### src/rtl/atm_rx_pkg.sv
package atm_rx_pkg;

    localparam int CTRL_W = 9;
    localparam int CNT_W  = 11;
    localparam int PTR_W  = 28;

    // control field bit positions
    localparam int B_OWN   = 8;
    localparam int B_CHON  = 7;
    localparam int B_BIG   = 6;
    localparam int B_NULL  = 5;
    localparam int B_AAL34 = 2;

    typedef enum logic [1:0] {
        ST_IDLE  = 2'd0,
        ST_FETCH = 2'd1,
        ST_POST  = 2'd2
    } trk_state_e;

    typedef struct packed {
        logic [CTRL_W-1:0] ctrl;
        logic [CNT_W-1:0]  efc;
        logic [CNT_W-1:0]  len;
        logic [PTR_W-1:0]  cur;
        logic [PTR_W-1:0]  start;
    } vc_ctx_t;

endpackage

### src/rtl/atm_rx_ctx_table.sv
module atm_rx_ctx_table
    import atm_rx_pkg::*;
#(
    parameter int NUM_CH = 16,
    parameter int CH_W   = 4
) (
    input  logic              clk,
    input  logic              rst_n,
    input  logic              cfg_we,
    input  logic [CH_W-1:0]   cfg_ch,
    input  logic [CTRL_W-1:0] cfg_ctrl,
    input  logic [CH_W-1:0]   rd_ch,
    output logic [CTRL_W-1:0] rd_static,
    output vc_ctx_t           rd_ctx,
    input  logic              wr_en,
    input  logic [CH_W-1:0]   wr_ch,
    input  vc_ctx_t           wr_ctx
);

    logic [CTRL_W-1:0] static_q [NUM_CH];
    vc_ctx_t           dyn_q    [NUM_CH];

    always_ff @(posedge clk) begin
        if (!rst_n) begin
            for (int i = 0; i < NUM_CH; i++) begin
                static_q[i] <= '0;
                dyn_q[i]    <= '0;
            end
        end else begin
            if (cfg_we) static_q[cfg_ch] <= cfg_ctrl;
            if (wr_en)  dyn_q[wr_ch]     <= wr_ctx;
        end
    end

    assign rd_static = static_q[rd_ch];
    assign rd_ctx    = dyn_q[rd_ch];

endmodule

### src/rtl/atm_rx_cell_step.sv
module atm_rx_cell_step
    import atm_rx_pkg::*;
#(
    parameter int CELL_BYTES = 48
) (
    input  vc_ctx_t           ctx_in,
    input  logic              activate,
    input  logic [CTRL_W-1:0] start_ctrl,
    input  logic [PTR_W-1:0]  base_addr,
    input  logic [2:0]        pti,
    output vc_ctx_t           ctx_out,
    output logic              last
);

    localparam logic [CNT_W-1:0] LEN_MAX  = '1;
    localparam logic [CNT_W-1:0] LEN_STEP = CNT_W'(CELL_BYTES);
    localparam logic [PTR_W-1:0] PTR_STEP = PTR_W'(CELL_BYTES);

    vc_ctx_t base;

    always_comb begin
        if (activate) begin
            base.ctrl        = start_ctrl;
            base.ctrl[B_OWN] = 1'b1;
            base.efc         = '0;
            base.len         = '0;
            base.cur         = base_addr;
            base.start       = base_addr;
        end else begin
            base = ctx_in;
        end
    end

    always_comb begin
        ctx_out       = base;
        if (pti[2:1] == 2'b01 && base.efc != LEN_MAX)
            ctx_out.efc = base.efc + 1'b1;
        ctx_out.len   = (base.len > LEN_MAX - LEN_STEP) ? LEN_MAX : base.len + LEN_STEP;
        ctx_out.cur   = base.cur + PTR_STEP;
        last          = !base.ctrl[B_NULL] && !base.ctrl[B_AAL34] && !pti[2] && pti[0];
    end

endmodule

### src/rtl/atm_rx_vc_tracker.sv
module atm_rx_vc_tracker
    import atm_rx_pkg::*;
#(
    parameter int NUM_CH     = 16,
    parameter int CELL_BYTES = 48,
    localparam int CH_W      = $clog2(NUM_CH)
) (
    input  logic              clk,
    input  logic              rst_n,
    input  logic              cfg_we,
    input  logic [CH_W-1:0]   cfg_ch,
    input  logic [CTRL_W-1:0] cfg_ctrl,
    input  logic              cell_valid,
    output logic              cell_ready,
    input  logic [CH_W-1:0]   cell_ch,
    input  logic [2:0]        cell_pti,
    output logic              buf_req,
    output logic              buf_size_big,
    input  logic              buf_gnt,
    input  logic [PTR_W-1:0]  buf_addr,
    output logic              cmp_valid,
    input  logic              cmp_ready,
    output logic [CH_W-1:0]   cmp_ch,
    output logic [CNT_W-1:0]  cmp_efc,
    output logic [CNT_W-1:0]  cmp_len,
    output logic [PTR_W-1:0]  cmp_start,
    output logic [PTR_W-1:0]  cmp_cur
);

    trk_state_e state_q, state_d;

    logic [CH_W-1:0]   pend_ch_q;
    logic [2:0]        pend_pti_q;
    logic [CTRL_W-1:0] pend_ctrl_q;

    logic [CH_W-1:0]   rec_ch_q;
    logic [CNT_W-1:0]  rec_efc_q, rec_len_q;
    logic [PTR_W-1:0]  rec_start_q, rec_cur_q;

    logic [CH_W-1:0]   rd_ch, wr_ch, rec_src_ch;
    logic [CTRL_W-1:0] rd_static;
    vc_ctx_t           rd_ctx, wr_ctx, step_ctx;
    logic              wr_en, step_last, load_pend, load_rec;

    always_comb begin
        unique case (state_q)
            ST_FETCH: rd_ch = pend_ch_q;
            ST_POST:  rd_ch = rec_ch_q;
            default:  rd_ch = cell_ch;
        endcase
    end

    atm_rx_ctx_table #(
        .NUM_CH (NUM_CH),
        .CH_W   (CH_W)
    ) u_table (
        .clk       (clk),
        .rst_n     (rst_n),
        .cfg_we    (cfg_we),
        .cfg_ch    (cfg_ch),
        .cfg_ctrl  (cfg_ctrl),
        .rd_ch     (rd_ch),
        .rd_static (rd_static),
        .rd_ctx    (rd_ctx),
        .wr_en     (wr_en),
        .wr_ch     (wr_ch),
        .wr_ctx    (wr_ctx)
    );

    atm_rx_cell_step #(
        .CELL_BYTES (CELL_BYTES)
    ) u_step (
        .ctx_in     (rd_ctx),
        .activate   (state_q == ST_FETCH),
        .start_ctrl (pend_ctrl_q),
        .base_addr  (buf_addr),
        .pti        ((state_q == ST_FETCH) ? pend_pti_q : cell_pti),
        .ctx_out    (step_ctx),
        .last       (step_last)
    );

    // next state and context write control
    always_comb begin
        state_d    = state_q;
        wr_en      = 1'b0;
        wr_ch      = cell_ch;
        wr_ctx     = step_ctx;
        load_pend  = 1'b0;
        load_rec   = 1'b0;
        rec_src_ch = cell_ch;
        unique case (state_q)
            ST_IDLE: begin
                if (cell_valid) begin
                    if (rd_ctx.ctrl[B_OWN]) begin
                        wr_en = 1'b1;
                        if (step_last) begin
                            load_rec = 1'b1;
                            state_d  = ST_POST;
                        end
                    end else if (rd_static[B_CHON]) begin
                        load_pend = 1'b1;
                        state_d   = ST_FETCH;
                    end
                end
            end
            ST_FETCH: begin
                wr_ch      = pend_ch_q;
                rec_src_ch = pend_ch_q;
                if (buf_gnt) begin
                    wr_en = 1'b1;
                    if (step_last) begin
                        load_rec = 1'b1;
                        state_d  = ST_POST;
                    end else begin
                        state_d  = ST_IDLE;
                    end
                end
            end
            ST_POST: begin
                wr_ch             = rec_ch_q;
                wr_ctx            = rd_ctx;
                wr_ctx.ctrl[B_OWN] = 1'b0;
                if (cmp_ready) begin
                    wr_en   = 1'b1;
                    state_d = ST_IDLE;
                end
            end
            default: state_d = ST_IDLE;
        endcase
    end

    always_ff @(posedge clk) begin
        if (!rst_n) begin
            state_q     <= ST_IDLE;
            pend_ch_q   <= '0;
            pend_pti_q  <= '0;
            pend_ctrl_q <= '0;
            rec_ch_q    <= '0;
            rec_efc_q   <= '0;
            rec_len_q   <= '0;
            rec_start_q <= '0;
            rec_cur_q   <= '0;
        end else begin
            state_q <= state_d;
            if (load_pend) begin
                pend_ch_q   <= cell_ch;
                pend_pti_q  <= cell_pti;
                pend_ctrl_q <= rd_static;
            end
            if (load_rec) begin
                rec_ch_q    <= rec_src_ch;
                rec_efc_q   <= step_ctx.efc;
                rec_len_q   <= step_ctx.len;
                rec_start_q <= step_ctx.start;
                rec_cur_q   <= step_ctx.cur;
            end
        end
    end

    always_comb begin
        cell_ready   = (state_q == ST_IDLE);
        buf_req      = (state_q == ST_FETCH);
        buf_size_big = pend_ctrl_q[B_BIG];
        cmp_valid    = (state_q == ST_POST);
        cmp_ch       = rec_ch_q;
        cmp_efc      = rec_efc_q;
        cmp_len      = rec_len_q;
        cmp_start    = rec_start_q;
        cmp_cur      = rec_cur_q;
    end

endmodule

### config.mk
export PLATFORM = sky130hd
export DESIGN_NAME = atm_rx_vc_tracker
export DESIGN_NICKNAME = d
export VERILOG_FILES = /design/src/rtl/atm_rx_pkg.sv /design/src/rtl/atm_rx_ctx_table.sv /design/src/rtl/atm_rx_cell_step.sv /design/src/rtl/atm_rx_vc_tracker.sv
export SDC_FILE = /design/constraint.sdc
export NUM_CORES = 2
export LEC_CHECK = 0
export ABC_AREA = 1
export BUFFER_PORTS_ARGS = -buffer_cell sky130_fd_sc_hd__buf_2
export CORE_UTILIZATION = 55
export CTS_BUF_LIST = sky130_fd_sc_hd__clkbuf_4 sky130_fd_sc_hd__clkbuf_8 sky130_fd_sc_hd__clkbuf_16
export DETAILED_ROUTE_END_ITERATION = 8
export GPL_ROUTABILITY_DRIVEN = 0
export PLACE_DENSITY = 0.74
export SLEW_MARGIN = 20
export SYNTH_ARGS = -nofsm -noshare
export SYNTH_HDL_FRONTEND = slang
export SYNTH_SLANG_ARGS = --single-unit
### constraint.sdc
create_clock -name clk -period 5 [get_ports clk]
set_clock_uncertainty 0.05 [all_clocks]
set_input_delay 0.5 -clock clk [delete_from_list [all_inputs] [get_ports clk]]
set_output_delay 0.5 -clock clk [all_outputs]
set_load 0.02 [all_outputs]
After elaboration in Yosys (flattened, before gate mapping)
Memories as Yosys holds them, arrays and structs flattened.
Index checks and enable logic that the tools add are counted.
W data, S select, Z words.

storage, ports and cells
  input bits = 54
  memory bits (writable) = 1,536
  word-level logic and storage cells = 77
  output and inout bits = 86
  memories kept = 2
  bits in registers = 99

operators by class
  order comparisons = 1
  multiplexer cells = 42
  $add $sub $neg = 3
  equal/unequal tests = 9
  reductions and logical operators = 11

memory list
  memory            words  bits a word  read ports  clocked after memory_dff  write ports  line                    RTL
  u_table.dyn_q     16     87           1           0                         16           atm_rx_ctx_table.sv:21  vc_ctx_t dyn_q [NUM_CH];
  u_table.static_q  16     9            1           0                         16           atm_rx_ctx_table.sv:20  logic [CTRL_W-1:0] static_q [NUM_CH];

operator list
  cell                     number
  $mux W87                 3
  $reduce_or A87 Y1        1
  $add A28 B6 Y28 const B  1
  $mux W11                 2
  $mux W1                  21
  $mux W2                  7
  $mux W4                  3
  $add A11 B1 Y11 const B  1
  $add A11 B6 Y11 const B  1
  $gt A11 B11 Y1 const B   1
  $ne A11 B11 Y1 const B   1
  $mux W9                  1
  $reduce_or A9 Y1         1
  $pmux W4 S2              1
  $pmux W2 S3              1
  $reduce_and A5 Y1        1
  $eq A2 B1 Y1 const B     2
  $logic_and A1 B1 Y1      4
  $ne A2 B1 Y1 const B     2
  $logic_not A1 Y1         3
  $mux W3                  1
  $ne A3 B1 Y1 const B     1
  $ne A3 B3 Y1 const B     1
  $pmux W1 S3              1
  other kinds (4)          4

Depth between registers and ports, before layout
An unclocked memory read counts as a cell.

  depth in word-level cells = 12
  mapped depth = 30
  gate-level depth less buffers = 24

Hierarchy
From an unflattened synthesis, not the netlist that was laid out.

second synthesis, totals
  cells, all modules = 9,451
  area total of the unflattened synthesis = 79,944.2 um^2

modules (own cells, without submodules)
  module             area an instance (um^2)  cells an instance  times used  seq. area each (um^2)
  atm_rx_ctx_table   72,734.8                 8,148              1           46,124.2
  atm_rx_vc_tracker  5,265.0                  867                1           2,001.9
  atm_rx_cell_step   1,944.4                  436                1           0.0

Worst setup path before layout
No wires, ideal clock.

  kind = register -> register
  start = register state_q[0]
  end = memory u_table.dyn_q[10][0] (netlist bit) (enable)
  clock period less this slack = 5.371 ns
  stages on the path, launching flop included = 24
  setup slack = -0.371 ns
  path buffers = 7
  data arrival time = 4.879 ns
  required time = 4.508 ns
  library setup time = 0.442 ns
  cells stage by stage = dfxtp_1 -> inv_1 -> ha_1 -> buf_6 -> or2_1 -> buf_6 -> nand2_8 -> buf_12 -> buf_6 -> buf_6 -> nor2_1 -> o21ai_1 -> o221ai_1 -> nand2_1 -> nand2_1 -> nor2_2 -> nand2_1 -> inv_2 -> nand2_1 -> o221ai_4 -> buf_8 -> nand4_4 -> buf_2 -> nand2_1

RTL lines
  element                 line                      RTL
  start, declared         atm_rx_vc_tracker.sv:30   trk_state_e state_q, state_d;
  start signal, assigned  atm_rx_vc_tracker.sv:144  state_q <= state_d;
  end, declared           atm_rx_ctx_table.sv:21

==> summary.md <==
Entering global routing, the biggest net connects 86 pins. The count of standard-cell rows came out at 127. Wire segments on met2 add up to 94970 um in the final route. The detailed router finished its first iteration with 8058 violations. The number of search-and-repair iterations in the first detailed-routing pass was 6. The tools report the final hold violation count as 0.

The detailed router put a total of 75370 um of wire on met1. For the global-route usage over all layers, the log shows 34.65%. Main combinational cell family by area after synthesis: simple AND/OR/NAND/NOR gates.

The worst slew slack as a fraction of its limit came out at 24.21%. The core region is 0.1200 mm2. The detailed-route wire length per cell was 25.17 um.

Simple-gate portion of the synthesized area: 21.34%. During synthesis, Yosys emitted a total of 0 warnings. The worst flop-to-flop path startpoint was state_q[1]. The net count of the finished layout is 6873. Number of max-cap violations: 0. The tools report the critical hold path startpoint as rst_n. The synthesized area came out at 0.06661 mm2. STA classifies the critical path startpoint as a register. The count of buffers added on input and output ports is 134.

The met3 wire length is 33870 um. The run finished with clean final reports. Highest metal layer with signal wires: met5. The required time at the endpoint of the critical path is 5.54 ns. The critical path in this run is classified as reg -> reg.

Relative to the synthesized area, the layout overhead comes to 13.57%. The XOR/XNOR share of the synthesized area was 0.1578%. The number of nets in the synthesized netlist is 6780. Clock tree synthesis inserted a total of 143 buffers. The logs give 140 for the number of top-level pins and 5.48 ns for the critical path data arrival time. In this run, synthesis produced a sequential element count of 1454. The final wirelength was 214900 um. The run gives 118700 um as the post-DP HPWL.

Along the worst path, the maximum fanout reaches 33. The most common cell after layout, fill and taps aside is nor2_1. After Yosys synthesis, full adders, half adders and majority gates account for 0.1503% of the synthesized area. Setup repair after global routing left no endpoint under its margin.

The height of the die came out at 350 um. The logs give 49830 for the via count of the first global-routing pass and 0.2026 GHz for the highest clock rate. The floorplan step defined a die boundary enclosing 0.1225 mm2. Of the post-synthesis cell area, the part taken by muxes is 0.2592%. The count of nets left with antenna violations once routing finished came out at 0.

Clock-pin slew was measured on the worst setup and hold paths at 0.06 ns. For this run, design rule violations remaining after detail routing come to 0. Setup total negative slack on the finished layout was measured at 0 ns. The later pin in the worst-skew pair is clocked with a latency of 0.77 ns. In the final layout, the share of cells above drive strength 1 is 11.80%. The number of flops mapped to enable cells by yosys works out to 1360.

Dividing the detail-routed via count by the number of cells gives 6.163. Class of the tightest hold or removal check: in -> reg. Sequential fraction of the synthesis area: 64.14%.

No sink is reached through more buffers than the 3 on the longest clock path. Hold timing on the final database bottoms out at a slack of 0.1212 ns. H-tree depth reported by CTS: 4. Die width: 350 um.

After technology mapping, the gate count stands at 6718. Counting flops with an async set or reset pin after synthesis yields a share of 0%. Cell chosen for the clock root: clkbuf_16. TritonCTS built the clock tree. The average cell area after synthesis was 9.915 um2.

For this design, the sink count on the clock tree is 1454. The slew at the pin closest to its max-slew limit was 1.129 ns; the compound-gate portion of the synthesized area was 7.952%. The top cell types in the final layout, fill and taps aside, are 1707 x nor2_1, 1453 x nand2_1, 1360 x edfxtp_1, 360 x inv_1, 312 x a22oi_1. In this run the worst setup path begins at state_q[1].

The worst setup path is captured at a register. The smallest clock period supported by the final layout is computed as 4.937 ns. After global routing the overflow that remains totals 0. The most used flip-flop cell after synthesis is edfxtp_1. The fill cell instance count of the final layout is 9062. The tools report the initial antenna violation count as 5. For the detailed-route via count, the log shows 52630. The initial utilization of the core area, before any placement, comes to 55.52%.

The final-report setup violation count is 0, and the number of pins exceeding their max-slew limit in the final report is 0. The part of the cycle the worst path needs was 98.73%; the global-route wire length before repair was 311900 um. Counting distinct cell types in the post-synthesis netlist gives 54.
per-stage QoR:
step                      std cells  setup slack (ns)  instance area [um2]  utilization [%]
after floorplan                6718            0.4244                66650                -
after global placement         8247            0.1513                70590            58.84
after detailed placement       8247            0.1101                70600            58.84
after CTS                      8512           0.08599                75310            62.77
after global routing           8536          0.005084                75640            63.05
final                          8539           0.06343                75650            63.05
sequential cells by signal (all words and copies together) (netlist names):
register	cells
u_table.dyn_q	1296
cmp_len	11
cmp_start	28
pend_ch_q	4
cmp_cur	28
cmp_efc	11
cmp_ch	4
state_q	2
pend_ctrl_q	3
u_table.static_q	64
pend_pti_q	3
worst max-delay path, cell delays in order, from the launching register on:
cell	delay [ns]
dfxtp_1	0.32
inv_1	0.10
ha_2	0.45
or2_2	0.30
nand2_8	0.16
nor2_4	0.57
buf_4	0.29
buf_4	0.23
buf_4	0.45
a22oi_1	0.17
nand2_1	0.10
nand2_1	0.05
nand4_1	0.10
inv_1	0.10
o21ai_0	0.67
o21ai_2	0.39
nor2_1	0.22
cell usage after synthesis, drive strengths merged, types with 3 or more instances:
master   number  share of area (%)
a21oi        44               0.35
nand3b       43               0.48
a22oi       312                3.5
xor2         11               0.14
a2111oi       3              0.039
o21ai       388                3.0
nor2b        16               0.15
o211ai        4              0.045
or2          20               0.19
dfxtp        94                2.8
nand2      1487                8.5
nand3       143                1.1
o21a          4              0.045
inv         370                2.1
o31ai        12               0.14
edfxtp     1360                 61
buf         346                3.0
o221ai       42               0.58
nor3         35               0.29
nor2       1723                9.8
o22ai        16               0.15
a21boi        3              0.034
a21o          3              0.034
nand4        64               0.88
clkbuf      154               0.87
ha            8               0.15
mux2i         9               0.26
kinds of logic (layout without fill, tap and decap cells):
family / count (synthesis) / after routing
AO/OA/AOI/OAI: 834 / 834
XOR/XNOR: 12 / 12
adder cells (fa/ha/maj): 8 / 8
buffers and inverters: 870 / 1074
flip-flops: 1454 / 1454
multiplexers: 9 / 9
other: 0 / 3
AND/OR/NAND/NOR: 3531 / 3533
what timing repair did:
item | 4_1_cts | 5_1_grt
endpoints found under the hold margin | 7 | 0
resized for setup | 0 | 21
endpoints found under the setup margin | 0 | 1581
setup buffers | 0 | 22
hold buffers | 7 | 0
area by class of cell:
class / instances / area (um2) / area share (%)
timing repair buffer: 446 / 4456 / 5.890
inverter: 370 / 1406 / 1.859
antenna: 3 / 7.507 / 0.009924
sequential: 1454 / 42720 / 56.48
clock buffer: 183 / 4014 / 5.306
clock inverter: 75 / 626.9 / 0.8287
tap: 1612 / 2017 / 2.666
multi-input combinational: 4396 / 20400 / 26.96
worst paths after layout:
check                              to  slack, ns  cells after the start
setup reg to reg  u_table.dyn_q[5][9]       0.06                     16
hold / removal            cmp_cur[21]       0.12                      3
hold reg to reg         pend_pti_q[2]       0.43                      2
setup / recovery  u_table.dyn_q[5][9]       0.06                     16
metal layers:
layer / track usage, % / up-vias
met5: 0 / -
met4: 16.77 / 6
met1: 45.96 / 24870
met3: 9.701 / 724
li1: - / 22750
met2: 52.67 / 4282
Power is not shown: default switching activity piles up to over one toggle a cycle in this logic, so the estimate is an artifact.
